--- src/rtl/trap_route_pkg.sv ---
package trap_route_pkg;
   typedef enum logic [1:0] {
      PRIV_U = 2'd0,
      PRIV_S = 2'd1,
      PRIV_M = 2'd3
   } priv_e;

   typedef enum logic [1:0] {
      TGT_M  = 2'd0,
      TGT_HS = 2'd1,
      TGT_VS = 2'd2
   } tgt_e;

   localparam int unsigned EC_CALL_U   = 8;
   localparam int unsigned EC_CALL_S   = 9;
   localparam int unsigned EC_CALL_VS  = 10;
   localparam int unsigned EC_CALL_M   = 11;
   localparam int unsigned EC_GF_INST  = 20;
   localparam int unsigned EC_GF_LOAD  = 21;
   localparam int unsigned EC_GF_STORE = 23;
endpackage

--- src/rtl/trap_cause_fix.sv ---
module trap_cause_fix
   import trap_route_pkg::*;
#(
   parameter int XLEN    = 64,
   parameter int CAUSE_W = 7,
   parameter bit HAS_HYP = 1'b1
) (
   input  logic               is_async,
   input  logic [CAUSE_W-1:0] raw_cause,
   input  logic [XLEN-1:0]    fault_addr,
   input  logic [1:0]         cur_priv,
   input  logic               cur_virt,
   output logic [CAUSE_W-1:0] fixed_cause,
   output logic               guest_flt,
   output logic [XLEN-1:0]    tval
);
   logic is_call;
   logic base_addr_cls;

   assign is_call = !is_async && (raw_cause == CAUSE_W'(EC_CALL_U));

   // environment call: rewrite by the issuing mode
   always_comb begin
      fixed_cause = raw_cause;
      if (is_call) begin
         if (cur_priv == PRIV_M)
            fixed_cause = CAUSE_W'(EC_CALL_M);
         else if (cur_priv == PRIV_S && cur_virt)
            fixed_cause = CAUSE_W'(EC_CALL_VS);
         else if (cur_priv == PRIV_S)
            fixed_cause = CAUSE_W'(EC_CALL_S);
         else
            fixed_cause = CAUSE_W'(EC_CALL_U);
      end
   end

   // exceptions that carry an address
   always_comb begin
      case (raw_cause)
         CAUSE_W'(0), CAUSE_W'(1), CAUSE_W'(4),
         CAUSE_W'(5), CAUSE_W'(6), CAUSE_W'(7): base_addr_cls = 1'b1;
         default:                               base_addr_cls = 1'b0;
      endcase
   end

   generate
      if (HAS_HYP) begin : g_guest
         assign guest_flt = !is_async &&
                            (raw_cause == CAUSE_W'(EC_GF_INST) ||
                             raw_cause == CAUSE_W'(EC_GF_LOAD) ||
                             raw_cause == CAUSE_W'(EC_GF_STORE));
      end else begin : g_no_guest
         assign guest_flt = 1'b0;
      end
   endgenerate

   assign tval = (!is_async && (base_addr_cls || guest_flt)) ? fault_addr : '0;
endmodule

--- src/rtl/trap_route_decide.sv ---
module trap_route_decide
   import trap_route_pkg::*;
#(
   parameter int XLEN    = 64,
   parameter int CAUSE_W = 7,
   parameter bit HAS_HYP = 1'b1
) (
   input  logic               is_async,
   input  logic [CAUSE_W-1:0] cause,
   input  logic [1:0]         cur_priv,
   input  logic               cur_virt,
   input  logic               force_eff,
   input  logic [XLEN-1:0]    medeleg,
   input  logic [XLEN-1:0]    mideleg,
   input  logic [XLEN-1:0]    hedeleg,
   input  logic [XLEN-1:0]    hideleg,
   output logic [1:0]         target
);
   localparam int IDX_W = $clog2(XLEN);

   logic             in_range;
   logic [IDX_W-1:0] idx;
   logic             lvl1;
   logic             lvl2;
   logic             sup_path;

   assign in_range = cause < CAUSE_W'(XLEN);
   assign idx      = cause[IDX_W-1:0];
   assign lvl1     = is_async ? mideleg[idx] : medeleg[idx];
   assign lvl2     = is_async ? hideleg[idx] : hedeleg[idx];
   assign sup_path = (cur_priv != PRIV_M) && in_range && lvl1;

   generate
      if (HAS_HYP) begin : g_three_way
         always_comb begin
            if (!sup_path)
               target = TGT_M;
            else if (cur_virt && lvl2 && !force_eff)
               target = TGT_VS;
            else
               target = TGT_HS;
         end
      end else begin : g_two_way
         assign target = sup_path ? TGT_HS : TGT_M;
      end
   endgenerate
endmodule

--- src/rtl/trap_router.sv ---
module trap_router
   import trap_route_pkg::*;
#(
   parameter int XLEN    = 64,
   parameter int CAUSE_W = 7,
   parameter bit HAS_HYP = 1'b1
) (
   input  logic               clk,
   input  logic               rst_n,
   input  logic               trap_valid,
   input  logic               trap_async,
   input  logic [CAUSE_W-1:0] trap_cause,
   input  logic [XLEN-1:0]    trap_addr,
   input  logic [XLEN-1:0]    medeleg,
   input  logic [XLEN-1:0]    mideleg,
   input  logic [XLEN-1:0]    hedeleg,
   input  logic [XLEN-1:0]    hideleg,
   input  logic               ctx_load,
   input  logic [1:0]         ctx_priv,
   input  logic               ctx_virt,
   input  logic               ctx_force,
   input  logic               ctx_mie,
   input  logic               ctx_sie,
   output logic               res_valid,
   output logic [1:0]         res_target,
   output logic [CAUSE_W-1:0] res_cause,
   output logic [XLEN-1:0]    res_tval,
   output logic               swap_req,
   output logic [1:0]         priv_o,
   output logic               virt_o,
   output logic               force_hs_o,
   output logic               mie_o,
   output logic               mpie_o,
   output logic [1:0]         mpp_o,
   output logic               mpv_o,
   output logic               mtl_o,
   output logic               sie_o,
   output logic               spie_o,
   output logic               spp_o,
   output logic               spv_o,
   output logic               sp2v_o,
   output logic               sp2p_o
);
   localparam int IDX_W = $clog2(XLEN);

   generate
      if (XLEN != 32 && XLEN != 64) begin : g_bad_xlen
         $error("trap_router: XLEN must be 32 or 64");
      end
      if (CAUSE_W <= IDX_W || CAUSE_W < 5 || CAUSE_W > 16) begin : g_bad_cause_w
         $error("trap_router: CAUSE_W must exceed log2(XLEN), be at least 5 and at most 16");
      end
   endgenerate

   logic [CAUSE_W-1:0] fixed_w;
   logic               guest_w;
   logic [XLEN-1:0]    tval_w;
   logic [1:0]         tgt_w;
   logic               force_eff;
   logic               swap_w;

   trap_cause_fix #(.XLEN(XLEN), .CAUSE_W(CAUSE_W), .HAS_HYP(HAS_HYP)) u_fix (
      .is_async   (trap_async),
      .raw_cause  (trap_cause),
      .fault_addr (trap_addr),
      .cur_priv   (priv_o),
      .cur_virt   (virt_o),
      .fixed_cause(fixed_w),
      .guest_flt  (guest_w),
      .tval       (tval_w)
   );

   assign force_eff = force_hs_o | guest_w;

   trap_route_decide #(.XLEN(XLEN), .CAUSE_W(CAUSE_W), .HAS_HYP(HAS_HYP)) u_route (
      .is_async (trap_async),
      .cause    (fixed_w),
      .cur_priv (priv_o),
      .cur_virt (virt_o),
      .force_eff(force_eff),
      .medeleg  (medeleg),
      .mideleg  (mideleg),
      .hedeleg  (hedeleg),
      .hideleg  (hideleg),
      .target   (tgt_w)
   );

   // base privilege and interrupt-enable stack
   always_ff @(posedge clk) begin
      if (!rst_n) begin
         res_valid  <= 1'b0;
         res_target <= TGT_M;
         res_cause  <= '0;
         res_tval   <= '0;
         swap_req   <= 1'b0;
         priv_o     <= PRIV_M;
         mie_o      <= 1'b0;
         mpie_o     <= 1'b0;
         mpp_o      <= PRIV_U;
         sie_o      <= 1'b0;
         spie_o     <= 1'b0;
         spp_o      <= 1'b0;
      end else begin
         res_valid <= trap_valid;
         swap_req  <= trap_valid && swap_w;
         if (trap_valid) begin
            res_target <= tgt_w;
            res_cause  <= fixed_w;
            res_tval   <= tval_w;
            if (tgt_w == TGT_M) begin
               mpie_o <= mie_o;
               mie_o  <= 1'b0;
               mpp_o  <= priv_o;
               priv_o <= PRIV_M;
            end else begin
               spie_o <= sie_o;
               sie_o  <= 1'b0;
               spp_o  <= (priv_o == PRIV_S);
               priv_o <= PRIV_S;
            end
         end else if (ctx_load) begin
            priv_o <= ctx_priv;
            mie_o  <= ctx_mie;
            sie_o  <= ctx_sie;
         end
      end
   end

   // hypervisor state: present or tied off
   generate
      if (HAS_HYP) begin : g_hyp
         assign swap_w = virt_o && (tgt_w != TGT_VS);

         always_ff @(posedge clk) begin
            if (!rst_n) begin
               virt_o     <= 1'b0;
               force_hs_o <= 1'b0;
               mpv_o      <= 1'b0;
               mtl_o      <= 1'b0;
               spv_o      <= 1'b0;
               sp2v_o     <= 1'b0;
               sp2p_o     <= 1'b0;
            end else if (trap_valid) begin
               if (tgt_w == TGT_M) begin
                  mpv_o      <= virt_o;
                  mtl_o      <= force_eff;
                  virt_o     <= 1'b0;
                  force_hs_o <= 1'b0;
               end else if (tgt_w == TGT_HS) begin
                  sp2v_o <= spv_o;
                  sp2p_o <= spp_o;
                  spv_o  <= virt_o;
                  if (virt_o) begin
                     virt_o     <= 1'b0;
                     force_hs_o <= 1'b0;
                  end
               end
            end else if (ctx_load) begin
               virt_o     <= ctx_virt;
               force_hs_o <= ctx_force;
            end
         end

         assert_vs_keeps_virt_R5: assert property (@(posedge clk) disable iff (!rst_n)
            trap_valid && tgt_w == TGT_VS |=> virt_o && $stable(spv_o) && $stable(sp2v_o));
         assert_chain_shift_R6: assert property (@(posedge clk) disable iff (!rst_n)
            trap_valid |=> res_target != TGT_HS ||
                           (sp2v_o == $past(spv_o) && sp2p_o == $past(spp_o) && spv_o == $past(virt_o)));
         assert_leave_guest_swap_R7: assert property (@(posedge clk) disable iff (!rst_n)
            trap_valid && virt_o |=> res_target == TGT_VS || (swap_req && !virt_o && !force_hs_o));
         assert_guest_not_vs_R9: assert property (@(posedge clk) disable iff (!rst_n)
            trap_valid && guest_w |-> tgt_w != TGT_VS);
         assert_mtrap_save_R10: assert property (@(posedge clk) disable iff (!rst_n)
            trap_valid |=> res_target != TGT_M || (mpv_o == $past(virt_o) && !virt_o && !force_hs_o));
      end else begin : g_no_hyp
         assign swap_w     = 1'b0;
         assign virt_o     = 1'b0;
         assign force_hs_o = 1'b0;
         assign mpv_o      = 1'b0;
         assign mtl_o      = 1'b0;
         assign spv_o      = 1'b0;
         assign sp2v_o     = 1'b0;
         assign sp2p_o     = 1'b0;

         assert_never_vs_R13: assert property (@(posedge clk) disable iff (!rst_n)
            res_valid |-> res_target != TGT_VS && !swap_req);
      end
   endgenerate

   assert_mcall_code_R2: assert property (@(posedge clk) disable iff (!rst_n)
      trap_valid && !trap_async && trap_cause == CAUSE_W'(EC_CALL_U) && priv_o == PRIV_M
      |=> res_cause == CAUSE_W'(EC_CALL_M));
   assert_mtarget_priv_R3: assert property (@(posedge clk) disable iff (!rst_n)
      trap_valid |=> (res_target == TGT_M) == (priv_o == PRIV_M));
   assert_mtrap_stack_R3: assert property (@(posedge clk) disable iff (!rst_n)
      trap_valid |=> res_target != TGT_M || (mpie_o == $past(mie_o) && mpp_o == $past(priv_o) && !mie_o));
   assert_strap_stack_R8: assert property (@(posedge clk) disable iff (!rst_n)
      trap_valid |=> res_target == TGT_M || (spie_o == $past(sie_o) && !sie_o));
   assert_load_applies_R11: assert property (@(posedge clk) disable iff (!rst_n)
      ctx_load && !trap_valid |=> priv_o == $past(ctx_priv));
   assert_result_pulse_R12: assert property (@(posedge clk) disable iff (!rst_n)
      trap_valid |=> res_valid);
   assert_no_stray_result_R12: assert property (@(posedge clk) disable iff (!rst_n)
      !trap_valid |=> !res_valid && !swap_req);
endmodule

--- config.mk ---
export PLATFORM = sky130hd
export DESIGN_NAME = trap_router
export DESIGN_NICKNAME = d
export VERILOG_FILES = /design/src/rtl/trap_route_pkg.sv /design/src/rtl/trap_cause_fix.sv /design/src/rtl/trap_route_decide.sv /design/src/rtl/trap_router.sv
export SDC_FILE = /design/constraint.sdc
export NUM_CORES = 1
export LEC_CHECK = 0
export ABC_AREA = 1
export BUFFER_PORTS_ARGS = -buffer_cell sky130_fd_sc_hd__buf_2
export CORE_AREA = 2 2 166 168
export CTS_CLUSTER_SIZE = 24
export DETAILED_ROUTE_END_ITERATION = 16
export DIE_AREA = 0 0 168 170
export GPL_TIMING_DRIVEN = 0
export MAX_ROUTING_LAYER = met4
export RECOVER_POWER = 100
export SYNTH_ARGS = -nofsm -noshare
export SYNTH_HDL_FRONTEND = slang
export SYNTH_SLANG_ARGS = --single-unit
--- constraint.sdc ---
create_clock -name clk -period 2.9 [get_ports clk]
set_input_delay 0.725 -clock clk [delete_from_list [all_inputs] [get_ports clk]]
set_output_delay 0.725 -clock clk [all_outputs]
set_load 0.02 [all_outputs]
==> results of run 1 <==
state kept, by name (all words and copies together) (netlist names), 2 cells and up:
name / cells
mpp_o: 2
priv_o: 2
res_cause: 7
res_target: 2
res_tval: 64
path summary, 6_finish.rpt:
| kind | start | end | slack (ns) |
|---|---|---|---|
| max reg2reg | priv_o[0]$_SDFFE_PN1P_ | force_hs_o$_SDFFE_PN0P_ | 0.14 |
| min reg2reg | spie_o$_SDFFE_PN0P_ | spie_o$_SDFFE_PN0P_ | 0.47 |
| max | trap_cause[1] | force_hs_o$_SDFFE_PN0P_ | 0.09 |
| min | spie_o$_SDFFE_PN0P_ | spie_o$_SDFFE_PN0P_ | 0.47 |
critical path: stages:
cell and delay (ns):
buf_2 0.12, inv_2 0.07, nand2_1 0.08, nor2_4 0.17, nand3_4 0.13, nand2_8 0.14, clkbuf_16 0.19, buf_8 0.13
nand2_1 0.06, nand3_2 0.07, nand3_2 0.09, nand3_2 0.10, nand3_1 0.09, nand3_2 0.13, nand3_2 0.10, nand2_4 0.13
nand2_4 0.08, nor2_4 0.13, o21ai_2 0.07, a21oi_1 0.15, nor2_1 0.06
cell usage after synthesis (all sizes together):
cell type  instances  area share (%)
nand3            365              30
nand2            243              15
dfxtp             91              30
a21oi             82             6.7
o21ai             79             6.4
buf               51             5.2
clkbuf            45             2.8
nor2              24             1.6
inv               21             1.3
nor3               4            0.33
a211oi             2            0.24
o211ai             2            0.24
and2               1            0.10
clkinv             1           0.061
o2111ai            1            0.14
o21a               1            0.12
o22ai              1            0.10
metal layers:
metal	vias up	track usage, %
met4	0	14.4
met1	4362	27.8
li1	4427	-
met5	-	-
met3	111	5.07
met2	525	41.6
kinds of logic after synthesis:
family | count (synthesis)
AND/OR/NAND/NOR | 637
AO/OA/AOI/OAI | 168
buffers and inverters | 118
flip-flops | 91
cell type report:
| class | count | area (um^2) |
|---|---|---|
| flip-flops and latches | 91 | 1820 |
| multi-input cells | 805 | 4110 |
| diodes | 11 | 27.5 |
| clock inverters | 7 | 108 |
| plain buffers | 95 | 673 |
| repair buffers | 444 | 2310 |
| clock buffers | 9 | 225 |
| fillers | 3012 | 16800 |
| inverters | 22 | 105 |
| well taps | 341 | 427 |
timing repair:
action                     4_1_cts  5_1_grt
setup buffers                    3        9
gates resized for setup         50      121
setup endpoints to repair       78       39
pin swaps                        3       30
cloned                           0        8
hold buffers                     0        0
through the flow:
stage | setup slack (ns) | utilization (%) | hold WS, ns | cells | cell area (um^2)
after detailed placement | -0.737 | 32.6 | 0.459 | 1779 | 8680
after floorplan | 0.194 | - | 0.545 | 1014 | 6130
after CTS | 0.000444 | 34.4 | 0.471 | 1797 | 9170
after global routing | -0.0612 | 36.8 | 0.499 | 1825 | 9810
final | 0.0927 | 36.8 | 0.473 | 1825 | 9810
after global placement | -0.708 | 32.6 | 0.457 | 1779 | 8680
report_power, final:
group | leakage, nW | internal [mW] | switching [mW]
sequential | 0.749 | 1.31 | 0.0349
combinational | 3.56 | 0.477 | 0.702
clock | 0.164 | 0.771 | 0.549
cells in the final DEF (no fill, tap or decap), types with 4 or more instances in the layout:
cell type    n
a21oi_1     81
buf_1        7
buf_12       4
buf_2      342
buf_4       20
buf_6       11
buf_8       11
clkbuf_1   128
clkbuf_16   17
clkbuf_2     4
clkbuf_4     4
dfxtp_1     91
diode_2     11
inv_1       11
inv_2        5
nand2_1    231
nand2_2      8
nand3_1    312
nand3_2     51
nor2_1      16
nor2_4       5
o21ai_0     72
o21ai_1      6
==> impl_metrics.yaml, run 1 <==
synthesis:
  ys_warn_count: 0
  synthMuxAreaShare_pct: 0
  syn_area_mm2: 0.00613
  synth_fp_nets: 1352
  synth_area_per_cell_um2: 6.05
  ys_seq_area_share_pct: 29.7
  synth_seq_cells: 91
  synth_simple_gate_area_share_pct: 47.0
  synth_compound_area_share_pct: 14.0
  synth_top_family_by_area: "simple AND/OR/NAND/NOR gates"
  ys_types: 27
  netlist_instances: 1014
  synthAdderAreaFrac_pct: 0
  synth_xor_area_share_pct: 0
outcome:
  status: "complete, no violations"
timing:
  slew_headroom_pct: 46.7
  timing.fmax_mhz: 356
  rsz0062_at_grt: "true"
  finalCritPeriodShare_pct: 96.8
  period_needed_ns: 2.81
  tns_ns: 0
  fin_skew_ns: 0.0105
  slew_viol_final: 0
  setup_viol: 0
  hold_viol_final: 0
  tightest_slew_ns: 0.799
global_route:
  grt_max_degree: 18
  gr-total-overflow: 0
  grt_usage_pct: 24.9
  grt_pass1_wl_um: 52900
  grt_pass1_vias: 9351
  antenna_found_initial: 11
setup_path:
  crit_fanout: 10
  cp.required_ns: 3.14
  end_kind: "flop"
  r2r_cells: 19
  critPathKind: "in -> reg"
  worstPathArrival_ns: 3.05
  cp-start-kind: "primary input"
detailed_routing:
  wl_um: 36600
  met1_length_um: 14200
  wl_met2_um: 17500
  via_per_inst: 5.16
  dr_wl_met3_um: 2960
  dr.first_iter.drc_count: 750
  vias: 9425
  highest_layer: "met4"
  dr.pass1.iters: 5
  drc: 0
  routedWlPerCell_um: 20.0
  postRouteAntennaNets: 0
clock_tree:
  cts_inserted_buffers: 9
  path_clk_slew_ns: 0.07
  cts_tree: "built"
  cts-root-buf: "clkbuf_16"
  clockBufferDepth: 2
  clk_latency_ns: 0.35
  cts_max_level: 3
  cts_sinks: 91
power:
  power.leakage_nw: 4.47
  peakVddDrop_uv: 265
  total_power_mw: 3.85
  pwr_density_cell_mw_per_mm2: 392
floorplanning:
  top_level_ports: 429
  die_y_um: 170
  placementRows: 60
  dieArea_mm2: 0.0286
  start_util_pct: 23.0
  fp.dieW_um: 168
  core-area_mm2: 0.0267
cells_and_area:
  synthToLayoutAreaGrowth_pct: 60.0
  drive_above_1_share_pct: 34.4
  final_nets: 1806
min_path:
  hp-class: "reg -> reg"
  hold_path_depth: 2
placed_design:
  gp_congestion: 0.961
  io_buffers: 424
  hpwl_um: 29100
job:
  timing.max_cap.violations: 0
(Power assumes the default switching activity.)
==> run 2, diff against run 1 <==
--- a/config.mk
+++ b/config.mk
@@ -7,10 +7,10 @@
 export LEC_CHECK = 0
 export ABC_AREA = 1
 export BUFFER_PORTS_ARGS = -buffer_cell sky130_fd_sc_hd__buf_2
-export CORE_AREA = 2 2 166 168
+export CORE_AREA = 2 2 165 167
 export CTS_CLUSTER_SIZE = 24
 export DETAILED_ROUTE_END_ITERATION = 16
-export DIE_AREA = 0 0 168 170
+export DIE_AREA = 0 0 167 169
 export GPL_TIMING_DRIVEN = 0
 export MAX_ROUTING_LAYER = met4
 export RECOVER_POWER = 100
==> impl_metrics.yaml, run 2 (synthesized netlist as in run 1, its figures left out) <==
clock_tree:
  cts_max_level: 3
  cts-root-buf: "clkbuf_16"
  cts_inserted_buffers: 9
  clk_latency_ns: 0.36
  cts_sinks: 91
  cts_tree: "built"
  path_clk_slew_ns: 0.07
  holdBufCountCts: 0
  clockBufferDepth: 2
cells_and_area:
  final_nets: 1799
  drive_above_1_share_pct: 33.5
  layout_common_cells: "buf_2, nand3_1, nand2_1"
  seqCellArea_mm2: 0.00182
  synthToLayoutAreaGrowth_pct: 56.8
  final_cell_area_mm2: 0.00962
  nFillCells: 2990
  top_register: "res_tval"
  final_common_cell: "buf_2"
  multi_input_area_mm2: 0.00408
  largest_reg_flops: 64
  top_regs: "res_tval (64), res_cause (7)"
setup_path:
  end_kind: "flop"
  critPathKind: "in -> reg"
  critPathSlowestCell: "buf_6"
  crit_chain: "buf_4, inv_8, nand2_1, nor2_2, nand3_4, buf_6, clkbuf_4, nand3_1, nand3_1, nand3_1, nand3_1, nand3_1, nand3_1, nand2_2, nand2_2, nand2_2, nor2_4, o21ai_1, nand3_1, nand2_1, nor2_1"
  crit_top_cell: "nand3_1"
  worstPathArrival_ns: 3.06
  crit_fanout: 10
  cp.buffers_inverters: 4
  max_stage_delay_ns: 0.21
  cp-start-kind: "primary input"
  cp.required_ns: 3.16
  crit_family: "simple AND/OR/NAND/NOR gates"
timing:
  slew_headroom_pct: 40.4
  slew_viol_final: 0
  period_needed_ns: 2.80
  tightest_slew_ns: 0.895
  finalCritPeriodShare_pct: 96.7
  rsz0062_at_grt: "true"
  hold_viol_final: 0
  whs_ns: 0.468
  timing.fmax_mhz: 357
  setup_viol: 0
  fin_skew_ns: 0.00410
power:
  p_int_mw: 2.48
  seqPwrFrac_pct: 35.7
  power_frac_clock_pct: 33.9
  comb_power_share_pct: 30.4
  peakVddDrop_uv: 340
  pwr_density_cell_mw_per_mm2: 392
  power.leakage_nw: 4.39
  p_sw_share_pct: 34.3
  p_switching_mw: 1.30
global_route:
  gr-total-overflow: 0
  grt_usage_pct: 24.3
  grt_pass1_vias: 9089
  grt_pass1_wl_um: 51700
  antenna_found_initial: 4
  grt_max_degree: 18
detailed_routing:
  dr.pass1.iters: 5
  routedWlPerCell_um: 19.6
  dr.first_iter.drc_count: 778
  via_per_inst: 5.15
  postRouteAntennaNets: 0
  wl_um: 35500
  drc: 0
  vias: 9319
floorplanning:
  dieArea_mm2: 0.0282
  placementRows: 60
  fp.dieW_um: 167
  start_util_pct: 23.1
  top_level_ports: 429
  die_y_um: 169
  core-area_mm2: 0.0265
job:
  timing.max_cap.violations: 0
placed_design:
  place_area_mm2: 0.00868
  gp_congestion: 0.959
  hpwl_um: 28600
  io_buffers: 424
outcome:
  status: "complete, no violations"
min_path:
  hp-class: "reg -> reg"
==> run 2: cell count changes in the layout (fill, tap and decap cells not counted), sizes merged <==
cell    change
buf         -9
diode       -7
clkbuf      +3
clkinv      -2
inv         +2
bufinv      -1
==> run 2: per-layer routing <==
layer,vias to the layer above,GRT usage (%),part of all wire [%]
met1,4268,27.5,38
met2,580,42.8,50
met4,0,9.18,3.2
met5,-,-,0
li1,4397,-,-
met3,74,4.54,8.7
==> run 2: worst min-delay path: stages, from the launching register on <==
cell     delay (ns)
dfxtp_1        0.32
nand2_1        0.06
a21oi_1        0.05
==> run 2: worst paths after layout <==
| path | slack [ns] | depth (start not counted) | end | from |
|---|---|---|---|---|
| max reg2reg | 0.18 | 19 | force_hs_o$_SDFFE_PN0P_ | virt_o$_SDFFE_PN0P_ |
| max | 0.1 | 21 | force_hs_o$_SDFFE_PN0P_ | trap_cause[2] |
| min reg2reg | 0.47 | 2 | spie_o$_SDFFE_PN0P_ | spie_o$_SDFFE_PN0P_ |
| min | 0.47 | 2 | spie_o$_SDFFE_PN0P_ | spie_o$_SDFFE_PN0P_ |
==> run 2: per-stage QoR <==
step	std cells	util [%]	total power [mW]	setup slack, ns	setup TNS [ns]
final	1811	36.3	3.77	0.0956	0
after global routing	1811	36.3	3.94	-0.0870	-0.401
after floorplan	1014	-	1.91	0.194	0
after detailed placement	1779	32.8	2.42	-0.791	-48.46
after CTS	1798	34.5	3.72	0.00409	0
after global placement	1779	32.8	2.42	-0.759	-48.26
==> run 2: power by group through the flow <==
stage	clock network (mW)	logic, mW	registers, mW
6_report	1.28	1.15	1.35
5_1_grt	1.35	1.24	1.35
4_1_cts	1.30	1.07	1.35
3_5_place_dp	0	1.05	1.37
3_3_place_gp	0	1.05	1.37
2_1_floorplan	0	0.460	1.45
==> run 2: timing repair <==
item,CTS,global route
endpoints found under the setup margin,78,60
pin swaps,3,17
endpoints found under the hold margin,0,0
cloned,0,6
resized for setup,38,111
setup buffers,3,6
==> run 2: layout make-up <==
type / count / share of cell area (%)
Sequential cell: 91 / 19.0
Timing Repair Buffer: 439 / 23.1
Clock inverter: 6 / 0.833
Antenna cell: 4 / 0.104
Inverter: 22 / 1.07
Clock buffer: 10 / 2.49
Tap cell: 341 / 4.44
Multi-Input combinational cell: 805 / 42.4
Buffer: 93 / 6.64
==> run 3, diff against run 2 <==
--- a/config.mk
+++ b/config.mk
@@ -7,12 +7,15 @@
 export LEC_CHECK = 0
 export ABC_AREA = 1
 export BUFFER_PORTS_ARGS = -buffer_cell sky130_fd_sc_hd__buf_2
-export CORE_AREA = 2 2 165 167
+export CELL_PAD_IN_SITES_DETAIL_PLACEMENT = 0
+export CELL_PAD_IN_SITES_GLOBAL_PLACEMENT = 1
+export CORE_AREA = 2 2 166 168
 export CTS_CLUSTER_SIZE = 24
 export DETAILED_ROUTE_END_ITERATION = 16
-export DIE_AREA = 0 0 167 169
+export DIE_AREA = 0 0 168 170
 export GPL_TIMING_DRIVEN = 0
 export MAX_ROUTING_LAYER = met4
+export PLACE_DENSITY_LB_ADDON = 0.1
 export RECOVER_POWER = 100
 export SYNTH_ARGS = -nofsm -noshare
 export SYNTH_HDL_FRONTEND = slang
==> impl_metrics.yaml, run 3 (synthesized netlist as in run 1, its figures left out) <==
clock_tree:
  cts_sinks: 91
  holdBufCountCts: 0
  cts_max_level: 3
  path_clk_slew_ns: 0.08
  cts_inserted_buffers: 9
  clockBufferDepth: 2
  cts_tree: "built"
  clk_latency_ns: 0.35
  cts-root-buf: "clkbuf_16"
global_route:
  grt_pass1_wl_um: 53300
  gr-total-overflow: 0
  grt_max_degree: 19
  grt_pass1_vias: 8995
  grt_usage_pct: 25.1
  antenna_found_initial: 25
setup_path:
  worstPathArrival_ns: 3.09
  critPathCapture: "force_hs_o$_SDFFE_PN0P_"
  worstSetupStartpoint: "trap_cause[2]"
  cp.required_ns: 3.19
  end_kind: "flop"
  worstReg2RegEnd: "force_hs_o$_SDFFE_PN0P_"
  reg2reg_slack_ns: 0.18
  reg2reg_from: "virt_o$_SDFFE_PN0P_"
  critPathKind: "in -> reg"
  r2r_cells: 21
  cp-start-kind: "primary input"
  crit_fanout: 6
outcome:
  status: "complete, no violations"
placed_design:
  dp.cells: 1779
  gp_congestion: 0.877
  hpwl_um: 29200
  place_area_mm2: 0.00868
  io_buffers: 424
cells_and_area:
  synthToLayoutAreaGrowth_pct: 63.5
  drive_above_1_share_pct: 35.8
  final_core_util_pct: 37.6
  seqCellArea_mm2: 0.00182
  top_register: "res_tval"
  stdcell_count: 1849
  final_nets: 1816
  final_common_cell: "buf_2"
  top_regs: "res_tval (64), res_cause (7)"
  multi_input_area_mm2: 0.00419
  nFillCells: 3080
  final_cell_area_mm2: 0.0100
  layout_common_cells: "buf_2, nand3_1, nand2_1"
  largest_reg_flops: 64
detailed_routing:
  dr.first_iter.drc_count: 583
  drc: 0
  postRouteAntennaNets: 0
  routedWlPerCell_um: 20.0
  vias: 9078
  dr.pass1.iters: 5
  via_per_inst: 4.91
  wl_um: 37000
floorplanning:
  placementRows: 60
  die_y_um: 170
  core-area_mm2: 0.0267
  start_util_pct: 23.0
  top_level_ports: 429
  dieArea_mm2: 0.0286
  fp.dieW_um: 168
timing:
  tns_ns: 0
  fin_skew_ns: 0.0144
  slew_viol_final: 0
  hold_viol_final: 0
  timing.fmax_mhz: 357
  tightest_slew_ns: 0.872
  finalCritPeriodShare_pct: 96.6
  period_needed_ns: 2.80
  setup_viol: 0
  slew_headroom_pct: 41.9
power:
  peakVddDrop_uv: 340
  power.leakage_nw: 4.55
  pwr_density_cell_mw_per_mm2: 372
job:
  timing.max_cap.violations: 0
min_path:
  hold_path_depth: 2
  hp-class: "reg -> reg"
==> run 3: changes by cell type in the layout (fill, tap and decap cells not counted), sizes merged <==
cell	change
clkinv	-1
bufinv	-1
clkinvlp	+3
diode	+21
clkbuf	-1
buf	+17
==> run 3: critical path, cell delays in order <==
cell and delay [ns]:
buf_8 0.12, inv_8 0.07, nand2_2 0.06, nor2_4 0.12
nand3_4 0.18, nand2_8 0.17, clkbuf_16 0.18, buf_8 0.11
nand2_1 0.09, nand3_2 0.08, nand3_1 0.09, nand3_1 0.12
nand3_2 0.09, nand3_2 0.09, nand3_2 0.08, nand2_4 0.11
nand2_4 0.08, nor2_4 0.15, o21ai_2 0.08, nand3_1 0.08
nand2_1 0.05, nor2_1 0.11
==> run 3: report_power, final <==
group	switching [mW]	internal, mW
clock	0.588	0.608
sequential	0.0327	1.31
combinational	0.699	0.492
total	1.32	2.41
==> run 3: cell type report <==
cell class / count / area share [%]
multi-input cells: 805 / 41.8
well taps: 341 / 4.26
plain buffers: 95 / 6.63
clock buffers: 9 / 2.25
inverters: 22 / 1.09
diodes: 25 / 0.624
flip-flops and latches: 91 / 18.2
clock inverters: 7 / 0.724
repair buffers: 454 / 24.5
==> run 3: stage by stage <==
stage,setup WS [ns],hold slack [ns],power [mW]
floorplan,0.194,0.545,1.91
global placement,-0.731,0.457,2.41
detailed placement,-0.739,0.456,2.41
CTS,0.00157,0.469,3.64
global route,-0.0252,0.502,3.94
finish,0.0991,0.468,3.73
==> run 3: what timing repair did <==
| action | CTS | global route |
|---|---|---|
| endpoints found under the setup margin | 78 | 73 |
| gates resized for setup | 45 | 141 |
| buffers inserted | 4 | 14 |
| pin swaps | 6 | 46 |
| gates cloned | 0 | 12 |
==> run 3: worst min-delay path by stage <==
stage / slack (ns) / end / from
floorplan: 0.55 / spie_o$_SDFFE_PN0P_ / spie_o$_SDFFE_PN0P_
global placement: 0.46 / spie_o$_SDFFE_PN0P_ / spie_o$_SDFFE_PN0P_
detailed placement: 0.46 / spie_o$_SDFFE_PN0P_ / spie_o$_SDFFE_PN0P_
CTS: 0.47 / spie_o$_SDFFE_PN0P_ / spie_o$_SDFFE_PN0P_
global route: 0.50 / spie_o$_SDFFE_PN0P_ / spie_o$_SDFFE_PN0P_
finish: 0.47 / spie_o$_SDFFE_PN0P_ / spie_o$_SDFFE_PN0P_
==> run 3: routing by layer <==
layer / vias to the layer above / routed length (um) / track usage [%]
li1: 4462 / - / -
met1: 4205 / 15700 / 30.2
met2: 367 / 17700 / 41.4
met3: 44 / 2690 / 5.67
met4: 0 / 814 / 9.07
met5: - / 0 / -
